## src/rtl/ldfmt_pkg.sv

```systemverilog
package ldfmt_pkg;

  typedef struct packed {
    logic lt;
    logic gt;
    logic eq;
  } crf_t;

  function automatic crf_t crf_make(input logic neg, input logic zero);
    crf_t r;
    r.lt = neg;
    r.eq = zero;
    r.gt = !neg && !zero;
    return r;
  endfunction

endpackage

```

## src/rtl/ldfmt_lane_ctl.sv

```systemverilog
module ldfmt_lane_ctl #(
  parameter int LANES = 8,
  parameter int AW    = $clog2(LANES)
) (
  input  logic [AW-1:0]       shift,
  input  logic [AW:0]         cnt,
  input  logic                rev,
  output logic [LANES*AW-1:0] sel,
  output logic [LANES-1:0]    second,
  output logic [LANES-1:0]    keep
);

  localparam logic [AW+1:0] ONE = (AW+2)'(1);
  localparam logic [AW+1:0] LIM = (AW+2)'(LANES);

  logic [AW+1:0] base;
  logic [AW+1:0] wide_cnt;
  assign base     = {2'b00, shift};
  assign wide_cnt = {1'b0, cnt};

  // Memory offset of each result byte decides both the lane and the beat.
  for (genvar j = 0; j < LANES; j++) begin : g_lane
    localparam logic [AW+1:0] J = (AW+2)'(j);
    logic [AW+1:0] off;
    assign off = rev ? (base + wide_cnt - ONE - J) : (base + J);
    assign sel[j*AW +: AW] = off[AW-1:0];
    assign second[j]       = (off >= LIM);
    assign keep[j]         = (J < wide_cnt);
  end

endmodule

```

## src/rtl/ldfmt_xbar.sv

```systemverilog
module ldfmt_xbar #(
  parameter int LANES  = 8,
  parameter int BYTE_W = 8,
  parameter int AW     = $clog2(LANES)
) (
  input  logic [LANES*BYTE_W-1:0] din,
  input  logic [LANES*AW-1:0]     sel,
  output logic [LANES*BYTE_W-1:0] dout
);

  // One any-to-any selector per output lane: rotation and reversal together.
  for (genvar j = 0; j < LANES; j++) begin : g_mux
    logic [AW-1:0] s;
    assign s = sel[j*AW +: AW];
    assign dout[j*BYTE_W +: BYTE_W] = din[s*BYTE_W +: BYTE_W];
  end

endmodule

```

## src/rtl/ldfmt_ext.sv

```systemverilog
module ldfmt_ext #(
  parameter int LANES  = 8,
  parameter int BYTE_W = 8,
  parameter int AW     = $clog2(LANES)
) (
  input  logic [LANES*BYTE_W-1:0] din,
  input  logic [LANES-1:0]        keep,
  input  logic [AW:0]             cnt,
  input  logic                    sext,
  output logic [LANES*BYTE_W-1:0] dout
);

  logic sgn;

  // Sign comes from the top byte of the item after reversal.
  always_comb begin
    sgn = 1'b0;
    for (int j = 0; j < LANES; j++) begin
      if (j + 1 == int'(cnt)) sgn = din[j*BYTE_W + BYTE_W - 1];
    end
  end

  for (genvar j = 0; j < LANES; j++) begin : g_fill
    assign dout[j*BYTE_W +: BYTE_W] = keep[j] ? din[j*BYTE_W +: BYTE_W]
                                              : {BYTE_W{sext & sgn}};
  end

endmodule

```

## src/rtl/ldfmt_top.sv

```systemverilog
module ldfmt_top #(
  parameter int LANES  = 8,
  parameter int BYTE_W = 8,
  parameter int DW     = LANES * BYTE_W,
  parameter int AW     = $clog2(LANES),
  parameter int LEN_W  = $clog2(AW + 1)
) (
  input  logic             clk,
  input  logic             rst,
  input  logic             in_valid,
  input  logic [DW-1:0]    in_data,
  input  logic [AW-1:0]    in_addr,
  input  logic [LEN_W-1:0] in_len,
  input  logic             in_rev,
  input  logic             in_sext,
  input  logic             in_span,
  input  logic             in_rc,
  input  logic             in_m32,
  output logic             out_valid,
  output logic [DW-1:0]    out_data,
  output logic [2:0]       out_cr
);
  import ldfmt_pkg::*;

  // Holding state for the first beat of a split load.
  logic             pend_q;
  logic [DW-1:0]    hold_q;
  logic [AW-1:0]    a_addr_q;
  logic [LEN_W-1:0] a_len_q;
  logic             a_rev_q, a_sext_q, a_rc_q, a_m32_q;

  // Effective attributes: the latched ones win while a beat is pending.
  logic [AW-1:0]    e_addr;
  logic [LEN_W-1:0] e_len;
  logic             e_rev, e_sext, e_rc, e_m32;
  assign e_addr = pend_q ? a_addr_q : in_addr;
  assign e_len  = pend_q ? a_len_q  : in_len;
  assign e_rev  = pend_q ? a_rev_q  : in_rev;
  assign e_sext = pend_q ? a_sext_q : in_sext;
  assign e_rc   = pend_q ? a_rc_q   : in_rc;
  assign e_m32  = pend_q ? a_m32_q  : in_m32;

  logic [AW:0] cnt;
  assign cnt = (AW+1)'(1) << e_len;

  logic [LANES*AW-1:0] sel;
  logic [LANES-1:0]    second, keep;
  logic [DW-1:0]       rot, merged, ext;

  ldfmt_lane_ctl #(.LANES(LANES), .AW(AW)) u_ctl (
    .shift(e_addr), .cnt(cnt), .rev(e_rev),
    .sel(sel), .second(second), .keep(keep)
  );

  ldfmt_xbar #(.LANES(LANES), .BYTE_W(BYTE_W), .AW(AW)) u_xbar (
    .din(in_data), .sel(sel), .dout(rot)
  );

  // Splice: lanes whose bytes live in the first doubleword come from the hold.
  for (genvar j = 0; j < LANES; j++) begin : g_merge
    assign merged[j*BYTE_W +: BYTE_W] = (pend_q && !second[j])
                                        ? hold_q[j*BYTE_W +: BYTE_W]
                                        : rot[j*BYTE_W +: BYTE_W];
  end

  ldfmt_ext #(.LANES(LANES), .BYTE_W(BYTE_W), .AW(AW)) u_ext (
    .din(merged), .keep(keep), .cnt(cnt), .sext(e_sext), .dout(ext)
  );

  logic t_neg, t_zero;
  crf_t cr_n;
  assign t_neg  = e_m32 ? ext[31] : ext[DW-1];
  assign t_zero = e_m32 ? (ext[31:0] == 32'd0) : (ext == '0);
  assign cr_n   = crf_make(t_neg, t_zero);

  logic first_beat;
  assign first_beat = in_valid && !pend_q && in_span;

  always_ff @(posedge clk) begin
    if (rst) begin
      pend_q    <= 1'b0;
      hold_q    <= '0;
      a_addr_q  <= '0;
      a_len_q   <= '0;
      a_rev_q   <= 1'b0;
      a_sext_q  <= 1'b0;
      a_rc_q    <= 1'b0;
      a_m32_q   <= 1'b0;
      out_valid <= 1'b0;
      out_data  <= '0;
      out_cr    <= 3'b000;
    end else begin
      out_valid <= 1'b0;
      out_cr    <= 3'b000;
      if (first_beat) begin
        pend_q   <= 1'b1;
        hold_q   <= rot;
        a_addr_q <= in_addr;
        a_len_q  <= in_len;
        a_rev_q  <= in_rev;
        a_sext_q <= in_sext;
        a_rc_q   <= in_rc;
        a_m32_q  <= in_m32;
      end else if (in_valid) begin
        pend_q    <= 1'b0;
        out_valid <= 1'b1;
        out_data  <= ext;
        out_cr    <= e_rc ? cr_n : 3'b000;
      end
    end
  end


  first_beat_quiet_chk: assert property (@(posedge clk) disable iff (rst)
    first_beat |=> !out_valid);


  wait_holds_chk: assert property (@(posedge clk) disable iff (rst)
    (pend_q && !in_valid) |=> (pend_q && !out_valid));


  valid_source_chk: assert property (@(posedge clk) disable iff (rst)
    out_valid |-> $past(in_valid));


  cr_idle_chk: assert property (@(posedge clk) disable iff (rst)
    !out_valid |-> (out_cr == 3'b000));


  cr_onehot_chk: assert property (@(posedge clk) disable iff (rst)
    $onehot0(out_cr));

endmodule

```

## config.mk

```make
export PLATFORM = sky130hd
export DESIGN_NAME = ldfmt_top
export DESIGN_NICKNAME = d
export VERILOG_FILES = /design/src/rtl/ldfmt_pkg.sv /design/src/rtl/ldfmt_lane_ctl.sv /design/src/rtl/ldfmt_xbar.sv /design/src/rtl/ldfmt_ext.sv /design/src/rtl/ldfmt_top.sv
export SDC_FILE = /design/constraint.sdc
export NUM_CORES = 1
export LEC_CHECK = 0
export BUFFER_PORTS_ARGS = -buffer_cell sky130_fd_sc_hd__buf_2
export CAP_MARGIN = 20
export CELL_PAD_IN_SITES_DETAIL_PLACEMENT = 1
export CELL_PAD_IN_SITES_GLOBAL_PLACEMENT = 1
export CORE_UTILIZATION = 30
export CTS_BUF_LIST = sky130_fd_sc_hd__clkbuf_8 sky130_fd_sc_hd__clkbuf_16
export DETAILED_ROUTE_END_ITERATION = 10
export PLACE_DENSITY_LB_ADDON = 0.1
export SYNTH_ARGS = -nofsm -noshare
export SYNTH_HDL_FRONTEND = slang
export SYNTH_SLANG_ARGS = --single-unit
```

## constraint.sdc

```tcl
create_clock -name clk -period 13.2 [get_ports clk]
set_input_delay 0 -clock clk [delete_from_list [all_inputs] [get_ports clk]]
set_output_delay 0 -clock clk [all_outputs]
set_load 0.05 [all_outputs]
```

==> metrics.yaml, run 1 <==
drtIter0Drc: 679
synth_top_area_cell: "dfxtp_1"
start_util_pct: 30.68
hold_class: "input port to flop"
syn_area_mm2: 0.01097
cts_resized: 0
port_buffers: 144
slew_viol_final: 0
worstPathArrival_ns: 7.54
drive_gt1_share_pct: 18.62
synth_area_leaders: "dfxtp_1 (26%), mux2i_1 (18%), a211oi_1 (7.3%)"
grt_setup_unrepaired: "no"
relSlewSlack_pct: 30.02
die_y_um: 193.2
setup_viol: 0
multi_input_area_mm2: 0.007516
start_kind: "flop"
setup_tns_ns: 0
layout_common_cells: "nor2_1 (202), mux2i_1 (190), buf_2 (143)"
p_leak_uw: 0.005394
nNetsFinal: 1524
grt.busiest_layer: "met2"
post_cts_buffers: 0
via_per_inst: 5.688
grtUsageTotal_pct: 24.00
required_ns: 13.52
finClkSkew_ns: 0.01529
crit_top_cell: "ha_1"
path_class: "flop to flop"
clkSinkCount: 142
use_met1_pct: 34.67
dieWidth_um: 193.2
gr-total-overflow: 0
yosysSeqAreaShare_pct: 25.92
cts_root_buf: "clkbuf_16"
clkLatencyLatePin_ns: 0.43
htree_levels: 4
final_common_cell: "nor2_1"
peakVddDrop_mv: 0.09299
grt_max_degree: 93
critPathMaxStageDelay_ns: 0.86
power.density_mw_per_mm2: 163.0
synth.distinct_cells: 80
die-area_mm2: 0.03732
coreArea_mm2: 0.03574
grt_pass1_vias: 10620
drc: 0
cts-buffers-inserted: 17
holdWs_ns: 0.07841
fin_crit_sh_pct: 54.72
post_drt_wl_per_cell_um: 23.31
use_met3_pct: 3.005
cts_tree: "yes"
endpoint_kind: "flop"
syn_avg_cell_area_um2: 8.171
met2_usage_pct: 37.28
crit_chain: "mux2_2 > nor2_1 > clkinv_1 > ha_1 > inv_1 > ha_1 > inv_1 > fa_1 > ha_1 > mux2i_4 > mux4_2 > mux2i_1 > a21oi_1 > or4b_1 > nor4_1 > nand4_1 > o211a_1"
syn_inst: 1342
clock_path_buffers: 2
path_max_fanout: 20
hold_viol: 0
fin_crit_ns: 7.223
async_reset_ff_share_pct: 0
ys_ff_latch: 142
vias: 10810
grt_pass1_wl_mm: 67.01
area_delta_synth_final_pct: 15.86
n_fill_cell: 4307
ios: 145
routed_wl_mm: 44.32
max-cap-violations: 0
place_congestion: 0.8792
crit_path_top_delay_cell: "fa_1"
first_pass_iters: 7
rrSetupSlack_ns: 5.98
antenna_found_initial: 0
synth_edf_count: 0
path_clk_slew_ns: 0.06
num_rows: 69
synth_top_area_share_pct: 25.92
ant_nets: 0
seqCellArea_mm2: 0.002843
utilization_pct: 35.55
synth.net_count: 1439
max_freq_ghz: 0.1384
synth_flop_cell: "dfxtp_1"
status: "completed"
synth_warnings: 0
post-dp-hpwl_mm: 33.22
worst_pin_slew_ns: 1.028
## stage by stage
| step | total power [µW] | worst slack (ns) | instance area [µm²] | cells |
|---|---|---|---|---|
| after global placement | 1495 | 6.302 | 11930 | 1859 |
| final | 2071 | 5.977 | 12700 | 1901 |
| after detailed placement | 1506 | 6.127 | 11930 | 1859 |
| after global routing | 2180 | 5.658 | 12700 | 1900 |
| after CTS | 2079 | 6.088 | 12700 | 1900 |
| after floorplan | 1219 | 7.760 | 10970 | 1342 |
## registers in the layout (all words and copies together), names as in the netlist
register,count
out_cr,3
a_m32_q,1
hold_q,64
out_valid,1
a_len_q,2
pend_q,1
a_rc_q,1
a_addr_q,3
out_data,64
a_sext_q,1
a_rev_q,1
## kinds of logic after synthesis
kind of cell,Yosys count,share of synthesized area [%]
adders and majority gates,20,2.351
xor gates and xnor gates,15,1.449
and+or+nand+nor,479,19.90
AOI/OAI and AO/OA,313,19.56
DFF,142,25.92
buffers and inverters,135,5.865
muxes,238,24.95
## path summary, 6_finish.rpt
| kind | startpoint | endpoint | cells after the start |
|---|---|---|---|
| max | pend_q | out_cr[1] | 17 |
| min | rst | out_data[61] | 2 |
| max reg2reg | pend_q | out_cr[1] | 17 |
| min reg2reg | out_data[6] | out_data[6] | 2 |
## area by class of cell
type	count	area share [%]
Clock buffer	18	3.457
Antenna cell	1	0.01970
Sequential cell	142	22.38
Inverter	22	0.6500
Multi-Input combinational cell	1065	59.16
Timing Repair Buffer	179	7.957
Tap cell	461	4.540
Clock inverter	13	1.842
## report_power, final
part / switching, µW / leakage [µW] / internal, µW / total [µW]
Sequential: 27.4 / 0.00117 / 470 / 497
Combinational: 654 / 0.00389 / 354 / 1010
Clock: 206 / 0.000331 / 361 / 566
Total: 887 / 0.00539 / 1180 / 2070
## critical path, delay by kind of cell (launching register included)
kind            cells  cell delay (ns)
mux                 4             2.31
simple gates        4             1.57
compound gates      2             0.45
flops               1             0.50
buf+inv             3             0.54
fa+ha+maj           4             1.73
## cell usage after synthesis, drive strengths merged (5+ instances only)
library cell / count
a211oi: 107
a21oi: 62
a31oi: 8
and2: 5
and3: 7
buf: 46
clkbuf: 67
dfxtp: 142
ha: 19
inv: 21
mux2: 20
mux2i: 194
mux4: 24
nand2: 91
nand3: 56
nand4: 12
nor2: 204
nor2b: 9
nor3: 57
o211ai: 24
o21ai: 40
o22ai: 23
or4: 8
xnor2: 9
## layer usage
| layer | wire [µm] | vias up |
|---|---|---|
| li1 | - | 5146 |
| met2 | 19820 | 286 |
| met5 | 0 | - |
| met4 | 803 | 0 |
| met1 | 21730 | 5349 |
| met3 | 1963 | 32 |
## what timing repair did
item / 4_1_cts / 5_1_grt
endpoints found under the setup margin: 0 / 0
hold endpoints to repair: 10 / 0
hold buffers: 10 / 0
No activity file was read; power rests on OpenSTA's default activity.
==> inputs of run 2 (changes only) <==
- clock period: 13.2 -> 6.1 ns (I/O delays scaled with it)
==> run 2 against run 1 <==
Net effect:
- utilization increased by 0.64 points
- maximum frequency grew 24%
- flip-flop and latch count stayed put
- power is 110% higher
- routed wire length barely moved
- global-route usage grew 0.20 points
- first-iteration DRC count grew 13%
- clock power up 93%
- via count up 1.4%
- die area did not move
- largest power group unchanged
==> metrics.yaml, run 2 (synthesis gave the netlist of run 1 again) <==
grt_pass1_wl_mm: 68.01  # +1.5%
path_clk_slew_ns: 0.06  # about the same
wl_met1_mm: 22.57  # +3.9%
clock_path_buffers: 2  # unchanged
ant_nets: 0  # unchanged
slew_viol_final: 0  # unchanged
status: "completed"
cts-buffers-inserted: 17  # unchanged
crit_chain: "mux2_2 > nor2_1 > clkinv_1 > ha_1 > inv_1 > ha_1 > inv_1 > fa_1 > ha_1 > mux2i_4 > buf_4 > mux2_2 > nor4_1 > a41oi_1 > o221ai_1 > nand4_1 > a311o_1 > nor4b_2 > a21boi_1 > o211a_1"
gr-total-overflow: 0  # unchanged
drc: 0  # unchanged
dr_wl_met2_mm: 19.52  # -1.5%
required_ns: 6.43  # -7.09 ns
dr.max_layer_used: "met4"
path_class: "flop to flop"
fin_crit_ns: 5.818  # -1.405 ns
vias: 10960  # +1.4%
fin_crit_sh_pct: 95.38  # +41 points
top_regs: "hold_q: 64 flops, out_data: 64 flops"
post-dp-hpwl_mm: 34.21  # +3.0%
via_per_inst: 5.662  # -0.46%
reg2regPathDepth: 20  # +3
setup.worst_path.end: "out_cr[1]"
placed_cell_area_mm2: 0.01217  # +2.0%
worst_pin_slew_ns: 0.9815  # -0.04627 ns
hold_depth: 2  # unchanged
finalInstanceArea_mm2: 0.01293  # +1.8%
port_buffers: 144  # unchanged
first_pass_iters: 7  # unchanged
start_util_pct: 30.68  # unchanged
worstPathArrival_ns: 6.15  # -1.39 ns
antenna_found_initial: 1  # +1
setup_viol: 0  # unchanged
critPathMaxStageDelay_ns: 0.71  # -0.15 ns
utilization_pct: 36.19  # +0.64 points
nNetsFinal: 1560  # +2.4%
path_max_fanout: 13  # -35%
p_leak_uw: 0.005558  # +3.0%
hold_class: "input port to flop"
endpoint_kind: "flop"
die-area_mm2: 0.03732  # unchanged
max_freq_ghz: 0.1719  # +24%
start_kind: "flop"
hold_viol: 0  # unchanged
antenna_cells: 0  # -1
cp.depth: 20  # +3
crit_path_top_delay_cell: "fa_1"
cts_tree: "yes"
grtUsageTotal_pct: 24.20  # +0.20 points
crit_start: "pend_q"
grt_pass1_vias: 10820  # +1.9%
die_y_um: 193.2  # unchanged
routed_wl_mm: 44.36  # about the same
max-cap-violations: 0  # unchanged
wl_met3_mm: 1.558  # -21%
peakVddDrop_mv: 0.1932  # +110%
htree_levels: 4  # unchanged
place_congestion: 0.8930  # +1.6%
drive_gt1_share_pct: 20.47  # +1.9 points
area_delta_synth_final_pct: 17.95
power.density_mw_per_mm2: 340.1  # +110%
clkSinkCount: 142  # unchanged
grt_setup_unrepaired: "no"
cts_root_buf: "clkbuf_16"
crit_family: "adder cells"
dieWidth_um: 193.2  # unchanged
path_buf_inv: 4  # +1
grt_max_degree: 87  # -6.5%
clkLatencyLatePin_ns: 0.44  # about the same
setup_tns_ns: 0  # unchanged
ios: 145  # unchanged
timing.rr.end: "out_cr[1]"
drtIter0Drc: 769  # +13%
coreArea_mm2: 0.03574  # unchanged
r2r_start: "pend_q"
final_common_cell: "nor2_1"
p_total_uw: 4399  # +110%
rrSetupSlack_ns: 0.28  # -5.69 ns
layout_common_cells: "nor2_1 (201), mux2i_1 (190), buf_2 (143)"
finClkSkew_ns: 0.01371  # -0.001589 ns
relSlewSlack_pct: 34.57  # +4.5 points
post_drt_wl_per_cell_um: 22.91  # -1.7%
crit_top_cell: "ha_1"
num_rows: 69  # unchanged
[run 2: worst min path at each step]
stage,start,endpoint,slack [ns]
2_1_floorplan,rst,out_valid,0.08
3_3_place_gp,in_rc,a_rc_q,0.25
3_5_place_dp,in_rc,a_rc_q,0.27
4_1_cts,rst,out_data[4],0.18
5_1_grt,rst,out_data[4],0.23
6_report,rst,out_data[4],0.18
[run 2: per-layer routing]
layer	GRT usage [%]	vias to the layer above
met5	0	-
met3	2.624	33
met1	35.84	5469
li1	-	5223
met4	5.889	0
met2	37.09	236
[run 2: metrics by stage]
stage / hold slack (ns) / setup slack [ns] / instances
4_1_cts: 0.1836 / 0.3430 / 1929
3_5_place_dp: 0.2708 / 0.4054 / 1888
3_3_place_gp: 0.2539 / 0.4927 / 1888
5_1_grt: 0.2276 / 0.01687 / 1936
6_report: 0.1770 / 0.2820 / 1936
2_1_floorplan: 0.08412 / 0.6600 / 1342
[run 2: where the power goes]
| part | internal [µW] | switching (µW) | leakage, µW | total (µW) |
|---|---|---|---|---|
| combinational | 843 | 1390 | 0.00408 | 2240 |
| clock | 672 | 417 | 0.000312 | 1090 |
| sequential | 1020 | 57.5 | 0.00117 | 1070 |
| total | 2530 | 1870 | 0.00556 | 4400 |
[run 2: layout make-up]
type                    instances  area (µm²)
inverters                      22       82.58
clock inverters                 7       85.08
multi-input cells            1065        7518
fillers                      4280       22810
flip-flops and latches        142        2843
well taps                     461       576.8
clock buffers                  24       521.8
repair buffers                215        1306
[run 2: what timing repair did]
item,in CTS,in global routing
hold endpoints to repair,10,0
hold buffers,10,0
gates resized for setup,0,1
setup buffers,0,7
endpoints found under the setup margin,0,2
==> inputs of run 3 (changes only) <==
- clock period: 6.1 -> 7 ns (I/O delays scaled with it)
==> run 3 against run 2 <==
Net effect:
- the run now ends with design-rule violations left
- via count rose by 0.10%
- routed wire length decreased by 0.94%
- cell count is 1.2% lower
- clock skew fell by 0.00080 ns
- count of clock-buffer cells in the layout fell by 2
- cell area fell by 1.6%
- first-iteration DRC count up 8.8%
- largest cell class unchanged
- highest routed layer unchanged
==> metrics.yaml, run 3 (synthesis gave the netlist of run 1 again) <==
status: "finished, violations left"
violations: "design-rule violations"
ant_nets: 0  # unchanged
vias: 10970  # +0.10%
first_pass_iters: 11  # +4
setup.worst_path.end: "out_cr[1]"
cts_tree: "yes"
final_common_cell: "nor2_1"
power.density_mw_per_mm2: 293.7  # -14%
fin_crit_sh_pct: 90.16  # -5.2 points
post-dp-hpwl_mm: 33.65  # -1.6%
layout_common_cells: "nor2_1 (202), mux2i_1 (190), buf_2 (143)"
max-cap-violations: 0  # unchanged
post_drt_wl_per_cell_um: 22.97  # +0.25%
cp.depth: 20  # unchanged
die-area_mm2: 0.03732  # unchanged
ios: 145  # unchanged
slew_viol_final: 0  # unchanged
endpoint_kind: "flop"
hold_class: "input port to flop"
n_fill_cell: 4315  # +0.82%
die_y_um: 193.2  # unchanged
coreArea_mm2: 0.03574  # unchanged
top_regs: "hold_q: 64 flops, out_data: 64 flops"
p_leak_uw: 0.005407  # -2.7%
grt_pass1_vias: 10630  # -1.7%
reg2regPathDepth: 20  # unchanged
dieWidth_um: 193.2  # unchanged
finalInstanceArea_mm2: 0.01272  # -1.6%
via_per_inst: 5.735  # +1.3%
path_buf_inv: 5  # +1
timing.rr.end: "out_cr[1]"
worstPathArrival_ns: 6.65  # +0.50 ns
grt_max_degree: 100  # +15%
port_buffers: 144  # unchanged
drtIter0Drc: 837  # +8.8%
cts-buffers-inserted: 17  # unchanged
relSlewSlack_pct: 29.65  # -4.9 points
crit_start: "pend_q"
routed_wl_mm: 43.94  # -0.94%
start_kind: "flop"
start_util_pct: 30.68  # unchanged
num_rows: 69  # unchanged
hold_viol: 0  # unchanged
path_class: "flop to flop"
r2r_start: "pend_q"
fin_crit_ns: 6.311  # +0.4935 ns
grtUsageTotal_pct: 23.91  # -0.29 points
grt_pass1_wl_mm: 67.11  # -1.3%
crit_family: "adder cells"
drc: 2  # +2
area_delta_synth_final_pct: 16.01
antenna_found_initial: 1  # unchanged
clkSinkCount: 142  # unchanged
required_ns: 7.34  # +0.91 ns
rrSetupSlack_ns: 0.69  # +0.41 ns
grt_setup_unrepaired: "no"
clkLatencyLatePin_ns: 0.44  # about the same
nNetsFinal: 1535  # -1.6%
setup_tns_ns: 0  # unchanged
setup_viol: 0  # unchanged
clock_path_buffers: 2  # unchanged
place_congestion: 0.9053  # +1.4%
peakVddDrop_mv: 0.1742  # -9.8%
htree_levels: 4  # unchanged
critPathMaxStageDelay_ns: 0.87  # +0.16 ns
cts_resized: 0  # unchanged
holdWs_ns: 0.09328  # -0.08368 ns
crit_chain: "buf_4 > mux2_2 > nor2_1 > clkinv_1 > buf_4 > ha_1 > inv_1 > ha_1 > inv_1 > fa_1 > ha_1 > mux2i_4 > mux4_2 > a21oi_1 > o21ai_0 > o211ai_1 > or4b_1 > nor4_1 > nand4_1 > o211a_1"
drive_gt1_share_pct: 19.23  # -1.2 points
max_freq_ghz: 0.1584  # -7.8%
path_max_fanout: 17  # +4
utilization_pct: 35.59  # -0.60 points
finClkSkew_ns: 0.01290  # -0.0008036 ns
worst_pin_slew_ns: 1.055  # +0.07366 ns
crit_path_top_delay_cell: "fa_1"
placed_cell_area_mm2: 0.01202  # -1.3%
cts_root_buf: "clkbuf_16"
gr-total-overflow: 0  # unchanged
path_clk_slew_ns: 0.07  # about the same
crit_top_cell: "ha_1"
run 3: metal layers:
| layer | vias to the layer above | part of all wire [%] | global-route usage (%) |
|---|---|---|---|
| li1 | 5174 | - | - |
| met1 | 5432 | 50 | 35.37 |
| met2 | 323 | 44 | 35.96 |
| met3 | 43 | 4.3 | 3.113 |
| met4 | 0 | 2.3 | 6.550 |
| met5 | - | 0 | 0 |
run 3: worst min-delay path by stage:
| stage | slack [ns] | endpoint | startpoint | cells past startpoint |
|---|---|---|---|---|
| detailed placement | 0.28 | a_m32_q | in_m32 | 3 |
| finish | 0.09 | out_data[4] | rst | 2 |
| global route | 0.14 | out_data[59] | rst | 2 |
| floorplan | 0.08 | out_valid | rst | 1 |
| global placement | 0.26 | a_sext_q | in_sext | 3 |
| CTS | 0.1 | hold_q[57] | rst | 2 |
run 3: what timing repair did:
item	in CTS	in global routing
hold buffers	10	0
buffers inserted	0	0
hold endpoints to repair	10	0
run 3: layout make-up:
type / count / area (µm²) / area share [%]
Tap cell: 461 / 576.8 / 4.534
Multi-Input combinational cell: 1065 / 7516 / 59.08
Inverter: 22 / 82.58 / 0.6492
Clock inverter: 10 / 87.58 / 0.6885
Sequential cell: 142 / 2843 / 22.35
Timing Repair Buffer: 190 / 1119 / 8.793
Clock buffer: 22 / 494.2 / 3.885
Antenna cell: 1 / 2.502 / 0.01967
run 3: through the flow:
| step | cells | total power, µW | setup WS (ns) |
|---|---|---|---|
| after detailed placement | 1869 | 2835 | 0.7941 |
| final | 1913 | 3737 | 0.6885 |
| after global placement | 1869 | 2811 | 0.8604 |
| after global routing | 1912 | 3955 | 0.4231 |
| after floorplan | 1342 | 2299 | 1.560 |
| after CTS | 1911 | 3762 | 0.7947 |
run 3: power by group:
group | internal (µW) | total (µW) | leakage [µW] | switching [µW]
clock network | 533 | 907 | 0.000281 | 374
logic | 686 | 1890 | 0.00395 | 1210
registers | 886 | 935 | 0.00117 | 49.5
